File: config.mk
export PLATFORM = sky130hd
export DESIGN_NAME = hbw_ctrl
export DESIGN_NICKNAME = d
export VERILOG_FILES = /design/src/rtl/hbw_pkg.sv /design/src/rtl/hbw_sync.sv /design/src/rtl/hbw_alatch.sv /design/src/rtl/hbw_regfile.sv /design/src/rtl/hbw_ctrl.sv
export SDC_FILE = /design/constraint.sdc
export NUM_CORES = 1
export LEC_CHECK = 0
export BUFFER_PORTS_ARGS = -buffer_cell sky130_fd_sc_hd__buf_2
export CORE_MARGIN = 2
export CORE_UTILIZATION = 55
export CTS_CLUSTER_SIZE = 20
export DETAILED_ROUTE_END_ITERATION = 8
export GPL_TIMING_DRIVEN = 0
export PLACE_DENSITY = 0.88
export SLEW_MARGIN = 20
export SYNTH_ARGS = -nofsm -noshare
export SYNTH_HDL_FRONTEND = slang
export SYNTH_SLANG_ARGS = --single-unit
File: constraint.sdc
create_clock -name clk -period 5.75 [get_ports clk]
set_clock_uncertainty 0.2 [all_clocks]
set_input_delay 0.8625 -clock clk [delete_from_list [all_inputs] [get_ports clk]]
set_output_delay 0.8625 -clock clk [all_outputs]
set_load 0.005 [all_outputs]
File: src/rtl/hbw_pkg.sv
package hbw_pkg;

  localparam int DATA_W = 16;

  typedef enum logic [2:0] {
    ST_IDLE,
    ST_DIR,
    ST_BEN,
    ST_ACK,
    ST_END
  } hbw_state_e;

  // Byte lanes touched by one write: bit 1 = upper byte, bit 0 = lower byte.
  function automatic logic [1:0] lane_mask(input logic odd_addr, input logic bhe_n);
    if (odd_addr)   return 2'b10;
    else if (!bhe_n) return 2'b11;
    else            return 2'b01;
  endfunction

endpackage

File: src/rtl/hbw_sync.sv
module hbw_sync #(
  parameter int          W       = 1,
  parameter logic [W-1:0] RST_VAL = '0
) (
  input  logic         clk,
  input  logic         rst_n,
  input  logic [W-1:0] d,
  output logic [W-1:0] q
);

  logic [W-1:0] meta;

  always_ff @(posedge clk or negedge rst_n) begin
    if (!rst_n) begin
      meta <= RST_VAL;
      q    <= RST_VAL;
    end else begin
      meta <= d;
      q    <= meta;
    end
  end

endmodule

File: src/rtl/hbw_alatch.sv
module hbw_alatch #(
  parameter int AW = 4
) (
  input  logic          clk,
  input  logic          rst_n,
  input  logic          strobe,
  input  logic [AW-1:0] sel_in,
  input  logic          bhe_n_in,
  input  logic          cs_n_in,
  output logic [AW-1:0] sel_o,
  output logic          bhe_n_o,
  output logic          cs_n_o
);

  logic [AW-1:0] sel_q;
  logic          bhe_n_q;
  logic          cs_n_q;

  always_ff @(posedge clk or negedge rst_n) begin
    if (!rst_n) begin
      sel_q   <= '0;
      bhe_n_q <= 1'b1;
      cs_n_q  <= 1'b1;
    end else if (strobe) begin
      sel_q   <= sel_in;
      bhe_n_q <= bhe_n_in;
      cs_n_q  <= cs_n_in;
    end
  end

  // Strobe high: pass through; strobe low: frozen copy.
  assign sel_o   = strobe ? sel_in   : sel_q;
  assign bhe_n_o = strobe ? bhe_n_in : bhe_n_q;
  assign cs_n_o  = strobe ? cs_n_in  : cs_n_q;

endmodule

File: src/rtl/hbw_regfile.sv
module hbw_regfile
  import hbw_pkg::*;
#(
  parameter int AW = 4
) (
  input  logic                          clk,
  input  logic                          rst_n,
  input  logic                          we,
  input  logic [AW-1:0]                 waddr,
  input  logic                          bhe_n,
  input  logic [DATA_W-1:0]             wdata,
  output logic [(2**(AW-1))*DATA_W-1:0] regs_flat
);

  localparam int NREG  = 2 ** (AW - 1);
  localparam int LANES = DATA_W / 8;

  logic [1:0] mask;
  assign mask = lane_mask(waddr[0], bhe_n);

  for (genvar w = 0; w < NREG; w++) begin : g_word
    for (genvar b = 0; b < LANES; b++) begin : g_lane
      always_ff @(posedge clk or negedge rst_n) begin
        if (!rst_n)
          regs_flat[w*DATA_W + b*8 +: 8] <= '0;
        else if (we && (waddr[AW-1:1] == (AW-1)'(w)) && mask[b])
          regs_flat[w*DATA_W + b*8 +: 8] <= wdata[b*8 +: 8];
      end
    end
  end

endmodule

File: src/rtl/hbw_ctrl.sv
module hbw_ctrl
  import hbw_pkg::*;
#(
  parameter int ADDR_W    = 4,
  parameter int WAIT_MAX  = 16,
  parameter int MIN_GAP   = 3,
  parameter int RDY_SPACE = 12
) (
  input  logic                            clk,
  input  logic                            rst_n,
  input  logic                            bus_cs_n,
  input  logic                            bus_wr_n,
  input  logic                            bus_as,
  input  logic [ADDR_W-1:0]               bus_rsel,
  input  logic                            bus_bhe_n,
  input  logic [15:0]                     bus_data,
  input  logic                            reg_busy,
  output logic                            bus_ddir_n,
  output logic                            bus_dben_n,
  output logic                            bus_rdy_n,
  output logic                            bus_rdy_oe,
  output logic [(2**(ADDR_W-1))*16-1:0]   regs_flat
);

  localparam int SYNC_W = 4 + ADDR_W + DATA_W;
  localparam int WCNT_W = $clog2(WAIT_MAX + 1);
  localparam int GCNT_W = $clog2(MIN_GAP + 1);
  localparam int SCNT_W = $clog2(RDY_SPACE + 1);
  localparam logic [SYNC_W-1:0] SYNC_RST = {4'b1111, {(ADDR_W + DATA_W){1'b0}}};

  // Synchronized bus inputs
  logic [SYNC_W-1:0] sync_q;
  logic              as_s, cs_n_s, wr_n_s, bhe_n_s;
  logic [ADDR_W-1:0] sel_s;
  logic [DATA_W-1:0] data_s;

  hbw_sync #(.W(SYNC_W), .RST_VAL(SYNC_RST)) u_sync (
    .clk   (clk),
    .rst_n (rst_n),
    .d     ({bus_as, bus_cs_n, bus_wr_n, bus_bhe_n, bus_rsel, bus_data}),
    .q     (sync_q)
  );

  assign {as_s, cs_n_s, wr_n_s, bhe_n_s, sel_s, data_s} = sync_q;

  // Address strobe capture
  logic [ADDR_W-1:0] sel_eff;
  logic              bhe_n_eff, cs_n_eff;

  hbw_alatch #(.AW(ADDR_W)) u_alatch (
    .clk      (clk),
    .rst_n    (rst_n),
    .strobe   (as_s),
    .sel_in   (sel_s),
    .bhe_n_in (bhe_n_s),
    .cs_n_in  (cs_n_s),
    .sel_o    (sel_eff),
    .bhe_n_o  (bhe_n_eff),
    .cs_n_o   (cs_n_eff)
  );

  // Handshake sequencer
  hbw_state_e        state, state_nx;
  logic [WCNT_W-1:0] wait_cnt;
  logic [GCNT_W-1:0] wr_hi_cnt;
  logic [SCNT_W-1:0] since_rdy;
  logic [ADDR_W-1:0] cyc_sel;
  logic              cyc_bhe_n;

  // Named events for the checker
  logic bus_active, gap_ok, space_ok, tmo_hit;
  logic start_ev, end_ev, commit_ev;

  assign bus_active = !wr_n_s && !cs_n_eff;
  assign gap_ok     = (wr_hi_cnt == GCNT_W'(MIN_GAP));
  assign space_ok   = (since_rdy == SCNT_W'(RDY_SPACE - 1));
  assign tmo_hit    = (wait_cnt == WCNT_W'(WAIT_MAX - 1));
  assign start_ev   = (state == ST_IDLE) && bus_active && gap_ok;
  assign end_ev     = ((state == ST_DIR) || (state == ST_BEN) || (state == ST_ACK)) && !bus_active;
  assign commit_ev  = (state == ST_BEN) && bus_active && space_ok && (!reg_busy || tmo_hit);

  always_comb begin
    state_nx = state;
    unique case (state)
      ST_IDLE: if (start_ev) state_nx = ST_DIR;
      ST_DIR:  state_nx = end_ev ? ST_END : ST_BEN;
      ST_BEN:  if (end_ev) state_nx = ST_END;
               else if (commit_ev) state_nx = ST_ACK;
      ST_ACK:  if (end_ev) state_nx = ST_END;
      ST_END:  state_nx = ST_IDLE;
      default: state_nx = ST_IDLE;
    endcase
  end

  always_ff @(posedge clk or negedge rst_n) begin
    if (!rst_n) begin
      state     <= ST_IDLE;
      wait_cnt  <= '0;
      wr_hi_cnt <= GCNT_W'(MIN_GAP);
      since_rdy <= SCNT_W'(RDY_SPACE - 1);
      cyc_sel   <= '0;
      cyc_bhe_n <= 1'b1;
    end else begin
      state <= state_nx;

      if (start_ev) begin
        cyc_sel   <= sel_eff;
        cyc_bhe_n <= bhe_n_eff;
      end

      if (start_ev)
        wait_cnt <= '0;
      else if ((state == ST_BEN) && !tmo_hit)
        wait_cnt <= wait_cnt + 1'b1;

      if (!wr_n_s)
        wr_hi_cnt <= '0;
      else if (!gap_ok)
        wr_hi_cnt <= wr_hi_cnt + 1'b1;

      if (commit_ev)
        since_rdy <= '0;
      else if (!space_ok)
        since_rdy <= since_rdy + 1'b1;
    end
  end

  // Moore decode of the bus handshake
  assign bus_ddir_n = !((state == ST_DIR) || (state == ST_BEN) || (state == ST_ACK));
  assign bus_dben_n = !((state == ST_BEN) || (state == ST_ACK));
  assign bus_rdy_n  = (state != ST_ACK);
  assign bus_rdy_oe = (state == ST_BEN) || (state == ST_ACK) || (state == ST_END);

  hbw_regfile #(.AW(ADDR_W)) u_regs (
    .clk       (clk),
    .rst_n     (rst_n),
    .we        (commit_ev),
    .waddr     (cyc_sel),
    .bhe_n     (cyc_bhe_n),
    .wdata     (data_s),
    .regs_flat (regs_flat)
  );

endmodule

# Yosys cells after proc, flatten, opt, wreduce, memory -nomap -nowiden

Index checks and enable logic that the tools add are counted.

Reductions and logical operators: 48
$add $sub $neg: 3
Mux-type cells: 17
Equal/unequal tests: 20

Operators with widths:

| operator                                            | number |
|---|---|
| logical AND 1 bit                                   | 32 |
| equality test 3 bit, second input constant          | 5 |
| two-way mux 3 bit                                   | 5 |
| equality test 3 x 2 -> 1 bit, second input constant | 4 |
| two-way mux 4 bit                                   | 3 |
| one-hot mux 3 bit (4 select lines)                  | 1 |
| two-way mux 5 bit                                   | 2 |
| two-way mux 2 bit                                   | 4 |
| zero test 1 bit                                     | 7 |
| equality test 3 x 1 -> 1 bit, second input constant | 2 |
| zero test 3 bit                                     | 2 |
| != test 2 bit, second input constant                | 3 |
| != test 3 x 2 -> 1 bit, second input constant       | 2 |
| adder 5 x 1 -> 5 bit, second input constant         | 1 |
| equality test 5 x 4 -> 1 bit, second input constant | 1 |
| logical OR 1 bit                                    | 5 |
| adder 4 x 1 -> 4 bit, second input constant         | 1 |
| equality test 4 bit, second input constant          | 1 |
| AND reduction 3 bit                                 | 1 |
| adder 2 x 1 -> 2 bit, second input constant         | 1 |
| equality test 2 bit, second input constant          | 1 |
| two-way mux 1 bit                                   | 2 |
| != test 2 x 1 -> 1 bit, second input constant       | 1 |
| nonzero test 2 bit                                  | 1 |

Bits in registers: 201
Bits of input ports: 27

# Depth between registers and ports, before layout

Gate-level depths: netlist (run 1).

Depth after elaboration: 9
Gate-level depth with buffers: 8

# Modules after synthesis

A second synthesis (run 1) with hierarchy kept.

Cell total of the unflattened synthesis: 433
Area total of the unflattened synthesis: 7302.0 um^2

Modules (own cells, without submodules):

| module      | seq. area each (um^2) | cells each | area each (um^2) | times used |
|---|---|---|---|---|
| hbw_regfile | 3203.1                | 291        | 4916.0           | 1 |
| hbw_sync    | 1211.2                | 48         | 1211.2           | 1 |
| hbw_ctrl    | 483.0                 | 81         | 920.9            | 1 |
| hbw_alatch  | 152.6                 | 13         | 254.0            | 1 |

# Worst setup path before layout (run 1)

Ideal clock, no wire load.

Kind: flip-flop to flip-flop
Start point: reg u_sync.q[23]
End point: reg u_regs.regs_flat[112]
Setup slack: 3037 ps
Data arrival time: 2388 ps
Library setup time: 125 ps
Cell stages (with the launch flop): 7
Period minus slack after synthesis: 2713 ps
Cell sequence: dfstp_2 -> buf_6 -> mux2_4 -> or3_4 -> buf_8 -> nor4_4 -> mux2_4

Word-level cells in the longest chain between the ends: 8

Ends and longest elaborated chain:

| what                            | RTL line          | text |
|---|---|---|
| start: declaration              | hbw_sync.sv:8     | `output logic [W-1:0] q` |
| start signal: assignment        | hbw_sync.sv:19    | `q <= meta;` |
| two-way mux 1 bit               | hbw_alatch.sv:34  | `assign cs_n_o = strobe ? cs_n_in : cs_n_q;` |
| named net cs_n_eff              | hbw_ctrl.sv:48    | `logic bhe_n_eff, cs_n_eff;` |
| zero test 1 bit                 | hbw_ctrl.sv:74    | `assign bus_active = !wr_n_s && !cs_n_eff;` |
| logical AND 1 bit               | hbw_ctrl.sv:74    |  |
| logical AND 1 bit (3 in series) | hbw_ctrl.sv:80    | `assign commit_ev = (state == ST_BEN) && bus_active && space_ok && (!reg_busy \|\| tmo_hit);` |
| logical AND 1 bit (2 in series) | hbw_regfile.sv:26 | `else if (we && (waddr[AW-1:1] == (AW-1)'(w)) && mask[b])` |
| end signal: indexed assignment  | hbw_regfile.sv:27 | `regs_flat[w*DATA_W + b*8 +: 8] <= wdata[b*8 +: 8];` |
| end: declaration                | hbw_regfile.sv:12 | `output logic [(2**(AW-1))*DATA_W-1:0] regs_flat` |

The timed path passes the listed nets, and every way through them passes these cells.
A chain may end at the register's enable or synchronous reset.

# Final worst setup path (run 1)

Start point: reg wait_cnt[0]
End point: reg u_regs.regs_flat[23]

Word-level cells in the longest chain between the ends: 5

Ends and longest elaborated chain:

| what                            | RTL line          | text |
|---|---|---|
| start: declaration              | hbw_ctrl.sv:64    | `logic [WCNT_W-1:0] wait_cnt;` |
| start signal: assignment        | hbw_ctrl.sv:114   | `wait_cnt <= wait_cnt + 1'b1;` |
| equality test 5 x 4 -> 1 bit    | hbw_ctrl.sv:77    | `assign tmo_hit = (wait_cnt == WCNT_W'(WAIT_MAX - 1));` |
| logical OR 1 bit                | hbw_ctrl.sv:80    |  |
| logical AND 1 bit               | hbw_ctrl.sv:80    |  |
| logical AND 1 bit (2 in series) | hbw_regfile.sv:26 |  |

No other way between the ends.

==> reports/results.tsv, run 1 <==
stage	metric	value	unit
cells_and_area	layout cells sized above 1	0.5903	
clocking	CTS tree	built	
status	status	finished clean	
clocking	Sink Count	201	
synthesis	Netlist Area Pre-Place	7352	sq um
worst_setup_path	reg2reg setup slack	2.45	ns
power_and_ir_drop	switching share of power	0.2349	
synthesis	sequential element share of the synthesized area	0.6869	
cells_and_area	Finished Core Util	0.6906	
power_and_ir_drop	P_sw	0.0007267	W
synthesis	area leader, netlist	dfrtp_1	
cells_and_area	Layout Nets	638	
worst_setup_path	Crit path arrival time	3.46	ns
power_and_ir_drop	Pint	0.002367	W
sta	final count of hold timing violations	0	
worst_setup_path	CP endpoint	u_regs.regs_flat[23]	
grt	first-pass GRT wire length	25.18	mm
die	die area	14310	sq um
die	Die X	119.6	microns
clocking	setup bufs post-CTS	0	
worst_setup_path	r2r endpoint	u_regs.regs_flat[23]	
routing	DRC viols	0	
synthesis	Mean Syn Cell Area	17.26	sq um
placement	pre-CTS setup slack	2.554	ns
synthesis	top_reg_cell synth	dfrtp_1	
sta	minimum clock period	3.298	ns
cells_and_area	area grow syn2layout	23.40	%
synthesis	Mapped Nets	457	
power_and_ir_drop	Combinational Power Share	0.079	
grt	gr ovfl total	0	
power_and_ir_drop	Flop pwr share	0.504	
clocking	TritonCTS Buffers	20	
sta	Setup Viol. Count Final	0	
clocking	Worst-path clk slew	0.06	ns
hold_path	Hold Path Class	flop to flop	
power_and_ir_drop	Worst VDD drop	279.3	uV
sta	fin crit share	0.5736	
die	IO Count	159	
worst_setup_path	CP startpoint	wait_cnt[0]	
sta	RSZ-0062 raised after global routing	false	
die	total core area	13140	sq um
synthesis	Post-synth EDFFs	0	
cells_and_area	# diodes	0	
die	Core Rows	42	
routing	Final ANT Viol Nets	0	
routing	post-DR vias/cell	5.333	
grt	initial antenna violation count	0	
worst_setup_path	r2r startpoint	wait_cnt[0]	
sta	Slew Limit Fails	0	
sta	Worst Tran Pin Value	1.040	ns
placement	DP Cell Count	761	
worst_setup_path	crit path max fanout	8	
power_and_ir_drop	clock power share	0.417	
hold_path	hold path depth	0	
sta	final setup TNS	0	ns
routing	WL/cell	19.62	microns
worst_setup_path	Startpoint Class	flop	
die	DIE HEIGHT	119.6	microns
routing	Vias	4245	
worst_setup_path	Worst EP required	5.91	ns
synthesis	Seq cells post-synth	201	
worst_setup_path	Crit Path Class	flop to flop	
grt	vias in the first global route	4627	
grt	total track usage	0.2253	
synthesis	Ys Warns	0	
routing	total wire length	15.62	mm
placement	port bufs	158	
clocking	CTS max path bufs	3	
synthesis	Syn Inst Count	426	
routing	first drt pass iteration count	4	
clocking	H-Tree Depth	1	
synthesis	main area contributors after synthesis	dfrtp_1 (63%), mux2_2 (20%), dfstp_2 (5.7%)	
worst_setup_path	Worst R2R Path Depth	7	
clocking	Post-CTS Hold Buffers	0	
synthesis	top-count cell post-synth	dfrtp_1	
synthesis	asr flop ratio synth	1.000	
placement	routability cong.	0.7797	
run	Max Cap Violations	0	
clocking	clk_lat worst skew	0.47	ns
synthesis	commonest cells in the netlist	dfrtp_1 (185), mux2_2 (133), dfstp_2 (16)	
routing	Detailed Route Iter0 Violations	214	
power_and_ir_drop	Pwr Density	341.0	nW/um^2
synthesis	Yosys top cell area share	0.6297	
power_and_ir_drop	leak pwr	4.884	nW
synthesis	Distinct cells, synth	36	
clocking	CTS Root Cell	clkbuf_16	
placement	DPL Wire Length	10.75	mm
worst_setup_path	CP Capture Type	flop	
cells_and_area	Final Non-Filler Cells	796	
sta	worst rel slew slack	0.3010	
sta	Final WS setup	2.452	ns
sta	fmax	303.2	MHz
grt	largest net degree at the start of global routing	109	
die	Initial Util	0.5596	
clocking	CTS resizes	0	
[sequential cells by signal, summed over array words and instances, names as in the netlist]
name / cells
cyc_bhe_n: 1
u_alatch.sel_q: 4
u_alatch.cs_n_q: 1
u_alatch.bhe_n_q: 1
since_rdy: 4
u_regs.regs_flat: 128
wait_cnt: 5
u_sync.meta: 24
state: 3
cyc_sel: 4
u_sync.q: 24
wr_hi_cnt: 2
[metrics by stage]
step	total power [W]	area, sq um	hold WS [ns]
finish	0.003094	9072	0.1472
global route	0.003215	9072	0.1522
floorplan	0.001733	7352	0.1312
CTS	0.003127	9072	0.1462
global placement	0.001798	8363	0.1328
detailed placement	0.001829	8401	0.1358
[worst max-delay path, cell delays in order, from the launching register on]
cell,delay [ns]
dfrtp_1,0.39
ha_1,0.18
and3_1,0.17
ha_1,0.17
inv_1,0.06
a211oi_1,0.78
nand4_1,0.73
mux2_2,0.50
[routing by layer]
layer,GRT usage,vias up,share of wire
met5,0,-,0
met4,0.06176,0,0.020
met3,0.05751,24,0.065
met2,0.3868,126,0.51
met1,0.2869,2216,0.40
li1,-,1879,-
[cell families (layout without fill, tap and decap cells)]
kind of cell,Yosys count,in the layout,share of synthesized area
xor gates and xnor gates,6,6,0.007149
and+or+nand+nor,55,55,0.06092
AOI/OAI and AO/OA,7,7,0.006126
adders and majority gates,4,4,0.006808
buffers and inverters,9,203,0.007316
muxes,144,144,0.2248
DFF,201,201,0.6869
[area by class of cell]
cell class / instances / area, sq um
Buffer: 5 / 38.79
Clock buffer: 32 / 656.9
Clock inverter: 3 / 15.01
Fill cell: 897 / 4065
Inverter: 4 / 15.01
Multi-Input combinational cell: 216 / 2248
Sequential cell: 201 / 5050
Tap cell: 176 / 220.2
Timing Repair Buffer: 159 / 828.3
[how the worst min path moves through the flow]
stage / startpoint / end / slack, ns
final: u_sync.meta[8] / u_sync.q[8] / 0.15
after global routing: u_sync.meta[8] / u_sync.q[8] / 0.15
after CTS: u_sync.meta[8] / u_sync.q[8] / 0.15
after detailed placement: u_sync.meta[18] / u_sync.q[18] / 0.14
after global placement: u_sync.meta[14] / u_sync.q[14] / 0.13
after floorplan: u_sync.meta[0] / u_sync.q[0] / 0.13
[placed cells by master, fill, tap and decap left out, drive strengths merged]
master   Yosys  layout
a2111oi      1       1
a211o        1       1
a211oi       1       1
a21oi        2       2
and2         1       1
and3         1       1
buf          3     162
clkbuf       2      34
clkinv       0       3
dfrtp      185     185
dfstp       16      16
ha           4       4
inv          4       4
mux2       142     142
mux2i        2       2
nand2        6       6
nand2b       3       3
nand3        1       1
nand3b       2       2
nand4        7       7
nor2        14      14
nor2b        3       3
nor3         2       2
nor4         9       9
nor4b        2       2
o21ai        2       2
or2          2       2
or3          1       1
or4b         1       1
xnor2        3       3
xor2         3       3
[power groups by stage]
stage | combinational [W] | clock (W) | sequential (W)
6_report | 0.000245 | 0.00129 | 0.00156
5_1_grt | 0.000272 | 0.00137 | 0.00157
4_1_cts | 0.000249 | 0.00132 | 0.00156
3_5_place_dp | 0.000245 | 0 | 0.00158
3_3_place_gp | 0.000222 | 0 | 0.00158
2_1_floorplan | 0.000170 | 0 | 0.00156
Note: power is estimated with default switching activity, not from simulation.
==> run 2, diff against run 1 <==
--- a/config.mk
+++ b/config.mk
@@ -7,11 +7,11 @@
 export LEC_CHECK = 0
 export BUFFER_PORTS_ARGS = -buffer_cell sky130_fd_sc_hd__buf_2
 export CORE_MARGIN = 2
-export CORE_UTILIZATION = 55
+export CORE_UTILIZATION = 54
 export CTS_CLUSTER_SIZE = 20
 export DETAILED_ROUTE_END_ITERATION = 8
 export GPL_TIMING_DRIVEN = 0
-export PLACE_DENSITY = 0.88
+export PLACE_DENSITY = 0.86
 export SLEW_MARGIN = 20
 export SYNTH_ARGS = -nofsm -noshare
 export SYNTH_HDL_FRONTEND = slang
==> constraint.sdc (replaced) <==
create_clock -name clk -period 3.1 [get_ports clk]
set_clock_uncertainty 0.2 [all_clocks]
set_input_delay 0.465 -clock clk [delete_from_list [all_inputs] [get_ports clk]]
set_output_delay 0.465 -clock clk [all_outputs]
set_load 0.005 [all_outputs]
==> reports/results.tsv, run 2 (synthesis results as in run 1) <==
stage	metric	value	unit
routing	Top Metal Used	met4	
sta	Slew Limit Fails	0	
die	Core Rows	42	
sta	Worst Tran Pin Value	1.035	ns
die	total core area	13300	sq um
grt	largest net degree at the start of global routing	91	
clocking	CTS Root Cell	clkbuf_16	
clocking	Sink Count	201	
routing	WL met1	6.543	mm
clocking	clk_lat worst skew	0.47	ns
sta	minimum clock period	2.967	ns
grt	gr ovfl total	0	
grt	initial antenna violation count	0	
status	status	finished clean	
clocking	Worst-path clk slew	0.06	ns
power_and_ir_drop	Worst VDD drop	564.6	uV
routing	wire length on met2	8.715	mm
routing	Vias	4439	
placement	Placed Area	8428	sq um
grt	vias in the first global route	4848	
grt	first-pass GRT wire length	26.34	mm
cells_and_area	most common cell after layout, fill and taps aside	dfrtp_1	
die	IO Count	159	
clocking	H-Tree Depth	1	
die	Die X	120.7	microns
sta	RSZ-0062 raised after global routing	false	
routing	DRC viols	0	
routing	WL/cell	19.98	microns
cells_and_area	# diodes	0	
worst_setup_path	Crit Path Class	flop to flop	
power_and_ir_drop	Pwr Density	609.9	nW/um^2
power_and_ir_drop	leak pwr	5.080	nW
routing	first drt pass iteration count	4	
sta	Setup Viol. Count Final	0	
clocking	CTS tree	built	
routing	Final ANT Viol Nets	0	
cells_and_area	number of flip-flops in the largest register	128	
placement	routability cong.	0.8496	
worst_setup_path	Worst path slowest cell	nor4_4	
sta	worst rel slew slack	0.3001	
sta	final setup TNS	0	ns
worst_setup_path	Crit path arrival time	3.12	ns
worst_setup_path	crit-path max cell delay	0.68	ns
worst_setup_path	reg2reg setup slack	0.13	ns
sta	fmax	337.0	MHz
cells_and_area	Regs by FF count	u_regs.regs_flat: 128 flops, u_sync.meta: 24 flops, u_sync.q: 24 flops	
clocking	TritonCTS Buffers	21	
die	DIE HEIGHT	120.7	microns
cells_and_area	post-route cell area	9518	sq um
hold_path	Hold Path Class	flop to flop	
cells_and_area	most frequent cells in the layout	dfrtp_1 (185), buf_2 (158), mux2_2 (133)	
run	Max Cap Violations	0	
cells_and_area	area grow syn2layout	29.46	%
worst_setup_path	cells along the critical path	buf_6 > mux2_4 > or3_4 > buf_8 > nor4_4 > mux2_2	
worst_setup_path	CP Capture Type	flop	
placement	DPL Wire Length	10.64	mm
die	die area	14560	sq um
worst_setup_path	CP delay by family, top	simple AND/OR/NAND/NOR gates	
die	Initial Util	0.5530	
worst_setup_path	Worst EP required	3.25	ns
worst_setup_path	Startpoint Class	flop	
cells_and_area	Layout Nets	678	
sta	final count of hold timing violations	0	
cells_and_area	layout cells sized above 1	0.5773	
routing	Detailed Route Iter0 Violations	227	
power_and_ir_drop	Total Power	0.005804	W
grt	total track usage	0.2348	
routing	WL met3	908	microns
placement	port bufs	158	
routing	post-DR vias/cell	5.310	
cells_and_area	Most flops, register	u_regs.regs_flat	
sta	fin crit share	0.9571	
clocking	CTS max path bufs	3	
routing	total wire length	16.70	mm
worst_setup_path	crit path max fanout	10	
worst_setup_path	WP buf/inv	2	
-- run 2: cell types whose count changed in the layout (fill, tap and decap cells not counted), sizes merged --
cell | previous run | this run
bufinv | 0 | 1
clkinv | 3 | 5
buf | 162 | 176
dlygate4sd3 | 0 | 25
clkbuf | 34 | 32
-- run 2: final timing paths --
path / from / to / cells after the start
max in group asynchronous: rst_n / u_regs.regs_flat[83] / 4
worst max register to register: u_sync.q[23] / u_regs.regs_flat[78] / 6
min in group asynchronous: rst_n / u_regs.regs_flat[94] / 2
worst min register to register: u_sync.meta[1] / u_sync.q[1] / 0
worst min-delay path: u_sync.meta[1] / u_sync.q[1] / 0
worst max-delay path: u_sync.q[23] / u_regs.regs_flat[78] / 6
-- run 2: cell type report --
cell class                      instances  area, sq um
Clock buffer                           30        619.3
Multi-Input combinational cell        216         2253
Buffer                                  5        38.79
Timing Repair Buffer                  198         1266
Tap cell                              176        220.2
Sequential cell                       201         5050
Clock inverter                          6        55.05
Inverter                                4        15.01
Fill cell                             825         3777
-- run 2: power by group --
group	switching (W)	internal, W
Clock	0.000958	0.00146
Combinational	0.000293	0.000199
Sequential	0.000117	0.00277
-- run 2: stage by stage --
step             util  hold slack, ns  cells  setup WS [ns]
4_1_cts        0.7074          0.1477    826        0.01557
3_3_place_gp   0.6290          0.1314    760         -1.484
5_1_grt        0.7159          0.1538    836       0.005700
3_5_place_dp   0.6339          0.1254    762        -0.1012
2_1_floorplan       -        -0.03059    426         0.3866
6_report       0.7159          0.1474    836         0.1330
-- run 2: timing repair --
action	in CTS	in global routing
pin swaps	10	10
setup endpoints to repair	65	80
hold endpoints to repair	116	0
resized for setup	1	0
setup buffers	3	10
hold buffers	25	0
-- run 2: per-layer routing --
metal / GRT usage / up-vias
met3: 0.05189 / 39
met4: 0.09230 / 0
li1: - / 1964
met5: 0 / -
met2: 0.3983 / 127
met1: 0.2953 / 2309
